$ cat src/rtl/dcf_pkg.sv
package dcf_pkg;
  localparam int DESC_WORDS = 8;
  localparam int IDX_W = $clog2(DESC_WORDS);
  localparam int WORD_W = 32;

  typedef enum logic [1:0] {
    ST_IDLE  = 2'd0,
    ST_XFER  = 2'd1,
    ST_FETCH = 2'd2
  } dcfState_e;

  // Strobes from control to datapath
  typedef struct packed {
    logic             loadCfg;
    logic             capture;
    logic             commit;
    logic [IDX_W-1:0] idx;
  } dcfStrobes_t;
endpackage

$ cat src/rtl/dcf_datapath.sv
module dcf_datapath
  import dcf_pkg::*;
#(
  parameter int ADDR_W = 32
) (
  input  logic                clk,
  input  logic                rstN,
  input  dcfStrobes_t         st,
  input  logic [WORD_W-1:0]   cfgCtrl,
  input  logic [WORD_W-1:0]   cfgSize,
  input  logic [ADDR_W-1:0]   cfgSrc,
  input  logic [ADDR_W-1:0]   cfgDst,
  input  logic [ADDR_W-1:0]   cfgNext,
  input  logic [WORD_W-1:0]   rdData,
  output logic [ADDR_W-1:0]   rdAddr,
  output logic                nextZero,
  output logic [WORD_W-1:0]   chCtrl,
  output logic [WORD_W-1:0]   chSize,
  output logic [ADDR_W-1:0]   chSrc,
  output logic [ADDR_W-1:0]   chDst,
  output logic [ADDR_W-1:0]   chNext
);
  localparam int LAST = DESC_WORDS - 1;

  logic [WORD_W-1:0] shadow [LAST];
  logic [WORD_W-1:0] word   [DESC_WORDS];

  // Holding registers for all words except the last, which is used straight off the read bus
  for (genvar i = 0; i < LAST; i++) begin : g_shadow
    always_ff @(posedge clk) begin
      if (!rstN) begin
        shadow[i] <= '0;
      end else if (st.capture && (st.idx == IDX_W'(i))) begin
        shadow[i] <= rdData;
      end
    end
    assign word[i] = shadow[i];
  end
  assign word[LAST] = rdData;

  // Join a low/high pair into an address; the high part only counts above 32 bits
  function automatic logic [ADDR_W-1:0] joinAddr(input logic [WORD_W-1:0] lo,
                                                 input logic [WORD_W-1:0] hi);
    logic [2*WORD_W-1:0] full;
    full = {hi, lo};
    return full[ADDR_W-1:0];
  endfunction

  always_ff @(posedge clk) begin
    if (!rstN) begin
      chCtrl <= '0;
      chSize <= '0;
      chSrc  <= '0;
      chDst  <= '0;
      chNext <= '0;
    end else if (st.loadCfg) begin
      chCtrl <= cfgCtrl;
      chSize <= cfgSize;
      chSrc  <= cfgSrc;
      chDst  <= cfgDst;
      chNext <= cfgNext;
    end else if (st.commit) begin
      chCtrl <= word[0];
      chSize <= word[1];
      chSrc  <= joinAddr(word[2], word[3]);
      chDst  <= joinAddr(word[4], word[5]);
      chNext <= joinAddr(word[6], word[7]);
    end
  end

  assign rdAddr   = chNext + ADDR_W'({st.idx, 2'b00});
  assign nextZero = (chNext == '0);
endmodule

$ cat src/rtl/dcf_control.sv
module dcf_control
  import dcf_pkg::*;
(
  input  logic        clk,
  input  logic        rstN,
  input  logic        launch,
  input  logic        xferDone,
  input  logic        abortReq,
  input  logic        rdValid,
  input  logic        rdErr,
  input  logic        nextZero,
  output dcfStrobes_t st,
  output logic        rdReq,
  output logic        xferStart,
  output logic        busy,
  output logic        tcFlag,
  output logic        errFlag,
  output logic        abortFlag
);
  localparam logic [IDX_W-1:0] LAST_IDX = IDX_W'(DESC_WORDS - 1);

  dcfState_e        state;
  logic [IDX_W-1:0] idx;
  logic             wordOk;

  assign wordOk     = (state == ST_FETCH) && !abortReq && rdValid && !rdErr;
  assign st.loadCfg = (state == ST_IDLE) && launch;
  assign st.capture = wordOk;
  assign st.commit  = wordOk && (idx == LAST_IDX);
  assign st.idx     = idx;

  assign rdReq = (state == ST_FETCH);
  assign busy  = (state != ST_IDLE);

  always_ff @(posedge clk) begin
    if (!rstN) begin
      state     <= ST_IDLE;
      idx       <= '0;
      xferStart <= 1'b0;
      tcFlag    <= 1'b0;
      errFlag   <= 1'b0;
      abortFlag <= 1'b0;
    end else begin
      xferStart <= 1'b0;
      unique case (state)
        ST_IDLE: begin
          if (launch) begin
            tcFlag    <= 1'b0;
            errFlag   <= 1'b0;
            abortFlag <= 1'b0;
            state     <= ST_XFER;
            xferStart <= 1'b1;
          end
        end
        ST_XFER: begin
          if (abortReq) begin
            abortFlag <= 1'b1;
            state     <= ST_IDLE;
          end else if (xferDone) begin
            if (nextZero) begin
              tcFlag <= 1'b1;
              state  <= ST_IDLE;
            end else begin
              idx   <= '0;
              state <= ST_FETCH;
            end
          end
        end
        ST_FETCH: begin
          if (abortReq) begin
            abortFlag <= 1'b1;
            state     <= ST_IDLE;
          end else if (rdValid) begin
            if (rdErr) begin
              errFlag <= 1'b1;
              state   <= ST_IDLE;
            end else if (idx == LAST_IDX) begin
              state     <= ST_XFER;
              xferStart <= 1'b1;
            end else begin
              idx <= idx + 1'b1;
            end
          end
        end
        default: state <= ST_IDLE;
      endcase
    end
  end
endmodule

$ cat src/rtl/desc_chain_fetcher.sv
module desc_chain_fetcher
  import dcf_pkg::*;
#(
  parameter int ADDR_W = 32
) (
  input  logic              clk,
  input  logic              rstN,
  input  logic              launch,
  input  logic [31:0]       cfgCtrl,
  input  logic [31:0]       cfgSize,
  input  logic [ADDR_W-1:0] cfgSrc,
  input  logic [ADDR_W-1:0] cfgDst,
  input  logic [ADDR_W-1:0] cfgNext,
  output logic              xferStart,
  input  logic              xferDone,
  input  logic              abortReq,
  output logic              rdReq,
  output logic [ADDR_W-1:0] rdAddr,
  input  logic              rdValid,
  input  logic [31:0]       rdData,
  input  logic              rdErr,
  output logic [31:0]       chCtrl,
  output logic [31:0]       chSize,
  output logic [ADDR_W-1:0] chSrc,
  output logic [ADDR_W-1:0] chDst,
  output logic [ADDR_W-1:0] chNext,
  output logic              busy,
  output logic              tcFlag,
  output logic              errFlag,
  output logic              abortFlag
);
  dcfStrobes_t strobes;
  logic        nextZero;

  dcf_control u_ctl (
    .clk       (clk),
    .rstN      (rstN),
    .launch    (launch),
    .xferDone  (xferDone),
    .abortReq  (abortReq),
    .rdValid   (rdValid),
    .rdErr     (rdErr),
    .nextZero  (nextZero),
    .st        (strobes),
    .rdReq     (rdReq),
    .xferStart (xferStart),
    .busy      (busy),
    .tcFlag    (tcFlag),
    .errFlag   (errFlag),
    .abortFlag (abortFlag)
  );

  dcf_datapath #(.ADDR_W(ADDR_W)) u_dp (
    .clk      (clk),
    .rstN     (rstN),
    .st       (strobes),
    .cfgCtrl  (cfgCtrl),
    .cfgSize  (cfgSize),
    .cfgSrc   (cfgSrc),
    .cfgDst   (cfgDst),
    .cfgNext  (cfgNext),
    .rdData   (rdData),
    .rdAddr   (rdAddr),
    .nextZero (nextZero),
    .chCtrl   (chCtrl),
    .chSize   (chSize),
    .chSrc    (chSrc),
    .chDst    (chDst),
    .chNext   (chNext)
  );
endmodule

$ cat config.mk
export PLATFORM = sky130hd
export DESIGN_NAME = desc_chain_fetcher
export DESIGN_NICKNAME = d
export VERILOG_FILES = /design/src/rtl/dcf_pkg.sv /design/src/rtl/dcf_datapath.sv /design/src/rtl/dcf_control.sv /design/src/rtl/desc_chain_fetcher.sv
export SDC_FILE = /design/constraint.sdc
export NUM_CORES = 1
export LEC_CHECK = 0
export ABC_CLOCK_PERIOD_IN_PS = 5000
export BUFFER_PORTS_ARGS = -buffer_cell sky130_fd_sc_hd__buf_2
export CORE_UTILIZATION = 53
export DETAILED_ROUTE_END_ITERATION = 8
export PLACE_DENSITY_LB_ADDON = 0.12
export SYNTH_ARGS = -nofsm -noshare
export SYNTH_HDL_FRONTEND = slang
export SYNTH_HIERARCHICAL = 1
export SYNTH_SLANG_ARGS = --single-unit
$ cat constraint.sdc
create_clock -name clk -period 5 [get_ports clk]
set_input_delay 0.5 -clock clk [delete_from_list [all_inputs] [get_ports clk]]
set_output_delay 0.5 -clock clk [all_outputs]
set_load 0.005 [all_outputs]
# Yosys cells after proc, flatten, opt, wreduce, memory -nomap -nowiden
# Memories as Yosys holds them, arrays and structs flattened.
# Index checks and enable logic that the tools add are counted.
# W data, S select, Z words.
word_totals:
  mem_count: 1
  inputBits: 199
  elab_cells: 146
  reg_bits: 169
  mem_bits_rw: 224
  output_inout_bits: 198
mem_list:
  columns: ["memory", "depth", "word_bits", "rd", "rd_ports_with_merged_regs", "write_ports", "line", "source"]
  rows:
  - ["u_dp.shadow", 7, 32, 5, 0, 7, "dcf_datapath.sv:25", "logic [WORD_W-1:0] shadow [LAST];"]
classes:
  n_eq_ne: 23
  add_sub_neg: 2
  n_reduce_logical: 29
  bitwise_logic: 7
  muxes: 73
ops:
  columns: ["cell", "count"]
  rows:
  - ["$mux W32", 17]
  - ["$mux W1", 35]
  - ["$add A32 B5 Y32", 1]
  - ["$logic_not A32 Y1", 1]
  - ["$mux W3", 7]
  - ["$mux W2", 8]
  - ["$ne A2 B2 Y1 const B", 8]
  - ["$eq A3 B3 Y1 const B", 4]
  - ["$logic_and A1 B1 Y1", 12]
  - ["$reduce_bool A2 Y1", 6]
  - ["$reduce_and A5 Y1", 2]
  - ["$pmux W1 S2", 4]
  - ["$reduce_and A8 Y1", 1]
  - ["$or A1 B1 Y1", 7]
  - ["$eq A3 B2 Y1 const B", 2]
  - ["$ne A2 B1 Y1 const B", 3]
  - ["$pmux W2 S3", 1]
  - ["$pmux W3 S2", 1]
  - ["$ne A4 B2 Y1 const B", 1]
  - ["$reduce_and A4 Y1", 1]
  - ["$add A3 B1 Y3 const B", 1]
  - ["$eq A3 B1 Y1 const B", 1]
  - ["$logic_not A3 Y1", 1]
  - ["$ne A3 B2 Y1 const B", 1]
  - ["7 further kinds", 8]

# Depth between registers and ports, before layout
depth:
  ltp_word: 9
  mapped_depth: 11
  depth_no_buf: 7

# By module
# The synthesis kept the hierarchy.
modules_own_cells:
  columns: ["mod", "seq_area_each_um2", "n_inst", "cells_per_inst", "area_per_inst_um2"]
  rows:
  - ["dcf_datapath", 8007.7, 1, 1330, 14182.4]
  - ["dcf_control", 180.2, 1, 65, 561.8]

# Worst setup path before layout
# OpenSTA, ideal clock, no wires.
synth_path:
  kind: "register -> register"
  start: "register u_ctl.state[0]"
  end: "memory u_dp.shadow[0][0], enable pin"
  t_arrival_ns: 3.640
  synth_period_minus_slack_ns: 4.110
  path_buffers: 2
  required_ns: 4.530
  setup_time_ns: 0.470
  path_slack_ns: 0.890
  stages_incl_launch_ff: 8
  cell_sequence: "dfxtp_1 inv_1 ha_1 clkbuf_1 and4bb_1 buf_4 nand2_1 o31ai_1"
synth_lines:
  columns: ["item", "line", "source"]
  rows:
  - ["start, declared", "dcf_control.sv:22", "dcfState_e state;"]
  - ["start signal, assigned", "dcf_control.sv:37", "state <= ST_IDLE;"]
  - ["start signal, assigned", "dcf_control.sv:51", "state <= ST_XFER;"]
  - ["start signal, assigned", "dcf_control.sv:58", "state <= ST_IDLE;"]
  - ["end, declared", "dcf_datapath.sv:25", null]

# Final worst setup path
layout_path:
  start: "register u_ctl.idx[0]"
  end: "output rdAddr[30]"
layout_via:
  elab_chain_len: 1
layout_lines:
  columns: ["item", "line", "source"]
  rows:
  - ["start, declared", "dcf_control.sv:23", "logic [IDX_W-1:0] idx;"]
  - ["start signal, assigned", "dcf_control.sv:81", "idx <= idx + 1'b1;"]
  - ["$add A32 B5 Y32", "dcf_datapath.sv:71", "assign rdAddr = chNext + ADDR_W'({st.idx, 2'b00});"]
  - ["end, declared", "desc_chain_fetcher.sv:18", "output logic [ADDR_W-1:0] rdAddr,"]
# No other way between the ends.

==> results_dict.tcl <==
set metrics [dict create \
    synthMuxAreaShare 0.112 \
    cts-buffers-inserted 36 \
    grt_max_degree 204 \
    synth_top_area_frac 0.326 \
    clk_path_buf_depth 3 \
    endpoint_kind "output pin" \
    yosys_warnings 6 \
    root_buffer "clkbuf_16" \
    grtUsageMet1 0.415 \
    via_per_inst 5.31 \
    relSlewSlack 0.187 \
    io_buffers 396 \
    clk-insertion-delay-late_ns 0.52 \
    synth_edf_count 160 \
    drt_iter0_markers 1295 \
    final_nets 1954 \
    start_kind "register" \
    synth_cell_types 41 \
    r2r-end "u_dp/chDst[28]" \
    synth_ff_type "dfxtp_1" \
    antenna_found_initial 13 \
    seq_area_sq_um 8190 \
    gr-total-overflow 0 \
    outcome "finished, final reports clean" \
    dr.pass1.iters 5 \
    cts_resized 0 \
    hold_buffers 0 \
    setup_slack_ns 1.27 \
    die_x_um 169 \
    min_from "cfgCtrl[2]" \
    die_h_um 169 \
    grt_pass1_vias 10860 \
    ff2ff_setup_slack_ns 1.94 \
    wl_per_cell_um 20.2 \
    htreeDepth 2 \
    async_flop_share 0 \
    synth_top_family_by_area "simple AND/OR/NAND/NOR gates" \
    grt_busiest_layer "met2" \
    grt_pass1_wl_mm 63.8 \
    path_class "reg -> out" \
    core_sq_um 27100 \
    drtAntennaViolNets 0 \
    crit_start "u_ctl/idx[0]" \
    slew_violations 0 \
    pre_cts_ws_ns 1.81 \
    drc_errors 0 \
    synthXorXnorAreaFrac 0.0166 \
    num_rows 60 \
    pin_count 397 \
    synthesis.area_sq_um 14700 \
    fillers 2197 \
    cts_sinks 329 \
    cp.required_ns 4.50 \
    routabilityCongestion 0.820 \
    hpwl_mm 28.7 \
    path_clk_slew_ns 0.06 \
    crit_path_cell_trace "ha_1 > inv_1 > fa_1 > nand2b_1 > a2111o_1 > nor4_2 > xnor2_1 > buf_2" \
    synthAdderAreaFrac 0.00900 \
    avgSynthCellArea_sq_um 10.6 \
    start_util 0.544 \
    hold_depth 4 \
    finClkSkew_ns 0.0200 \
    synthTopCellsByArea "edfxtp_1 33%, dfxtp_1 23%, and2_1 14%" \
    grt_use_met3 0.0676 \
    syn-instance-count 1395 \
    regToRegStartpoint "u_ctl/state[0]" \
    seq_area_frac_synth 0.555 \
    hold_end "u_dp/chCtrl[2]" \
    arrival_ns 3.23 \
    maxCapViolCount 0 \
    area_growth_syn_to_layout_pct 23.6 \
    crit_fanout 10 \
    synth-compound-area-share 0.0636 \
    rsz0062_at_grt "false" \
    vias 11459 \
    setup_tns_ns 0 \
    ys_ff_latch 329 \
    drive_gt1_frac 0.267 \
    period_share 0.746 \
    cpPeakStageDelay_ns 0.61 \
    multi_input_area_sq_um 6200 \
    syn_nets 1604 \
    irDropWorstVdd_mv 0.267 \
    setup_viol 0 \
    finalCriticalPeriod_ns 3.73 \
    pwr_density_cell_nw_per_um2 379 \
    synth.largest_area_cell "edfxtp_1" \
    cp_slowest_cell "dfxtp_1" \
    power_mw 6.91 \
    max_freq_ghz 0.268 \
    grt_usage 0.302 \
    layout_commonest_cell "buf_2" \
    hold_path_class "in -> reg" \
    use_met2 0.468 \
    layout_common_cells "395 x buf_2, 322 x and2_1, 174 x nand2_1, 169 x dfxtp_1, 165 x mux2i_1" \
    worstMarginPinSlew_ns 1.22 \
    post_cts_buffers 0 \
    die_area_sq_um 28500 \
    routed_wl_mm 43.6 \
    cts_tree "built" \
    r2r_cells 8 \
    leakagePower_nw 7.54 \
    finalHoldViolations 0 \
    synth-simple-area-share 0.214 \
]
state kept, by name (all words and copies together) (netlist names), 2 cells and up:
signal and flops:
u_dp/chCtrl 32, u_dp/chSize 32, u_dp/shadow 160, u_dp/chDst 32, u_dp/chSrc 32, u_ctl/state 2, u_dp/chNext 32, u_ctl/idx 3
worst max-delay path, delay by kind of cell, from the launching register on:
family	cells	cell delay [ns]
and+or+nand+nor	2	0.57
buffers and inverters	2	0.19
xor gates and xnor gates	1	0.15
adders and majority gates	2	0.65
DFF	1	0.61
AOI/OAI and AO/OA	1	0.57
synth_stat cells, types with 2 or more instances:
cell,instances
a21oi_1,5
and2_1,323
and3_1,6
and4_1,5
buf_1,7
buf_2,19
buf_4,3
clkbuf_1,66
dfxtp_1,169
edfxtp_1,160
ha_1,9
inv_1,12
mux2i_1,165
nand2_1,174
nand2b_1,5
nand3_1,12
nand3b_1,2
nand4_1,14
nor2_1,10
nor2b_1,3
nor3_1,5
nor3b_1,2
nor4_1,8
o21ai_0,167
o31ai_1,2
xnor2_1,19
xor2_1,9
metrics by stage:
stage	std cells	instance area, sq um	hold WS (ns)	utilization
after floorplan	1395	14700	0.468	-
after global placement	2079	17000	0.466	0.627
after detailed placement	2079	17000	0.479	0.627
after CTS	2145	18200	0.280	0.671
after global routing	2146	18200	0.297	0.671
final	2156	18200	0.284	0.672
worst max-delay path by stage:
| stage | end | slack (ns) | cells past startpoint |
|---|---|---|---|
| finish | rdAddr[30] | 1.27 | 8 |
| global route | rdAddr[28] | 1.09 | 8 |
| CTS | rdAddr[30] | 1.27 | 8 |
| detailed placement | rdAddr[30] | 1.81 | 8 |
| global placement | rdAddr[30] | 1.88 | 8 |
| floorplan | u_dp/shadow[0][0] | 0.89 | 7 |
per-layer routing:
metal | share of wire | wire length (um) | up-vias
li1 | - | - | 5469
met1 | 0.42 | 18300 | 5394
met2 | 0.46 | 19900 | 527
met3 | 0.093 | 4070 | 67
met4 | 0.033 | 1420 | 2
met5 | 0.00018 | 8 | -
where the power goes:
part | internal, mW | switching, mW
clock | 1.59 | 1.06
sequential | 3.04 | 0.152
combinational | 0.454 | 0.617
cell type report:
| class | instances | area share |
|---|---|---|
| tap | 372 | 0.0255 |
| sequential | 329 | 0.449 |
| inverter | 12 | 0.00288 |
| clock buffer | 53 | 0.0586 |
| clock inverter | 13 | 0.00687 |
| multi-input combinational | 958 | 0.340 |
| timing repair buffer | 408 | 0.115 |
| antenna | 11 | 0.00151 |
kinds of logic after synthesis:
logic type               count (synthesis)
buffers and inverters                  108
AND/OR/NAND/NOR                        574
XOR/XNOR                                28
AO/OA/AOI/OAI                          181
multiplexers                           165
flip-flops                             329
adder cells (fa/ha/maj)                 10
(Power assumes the default switching activity.)
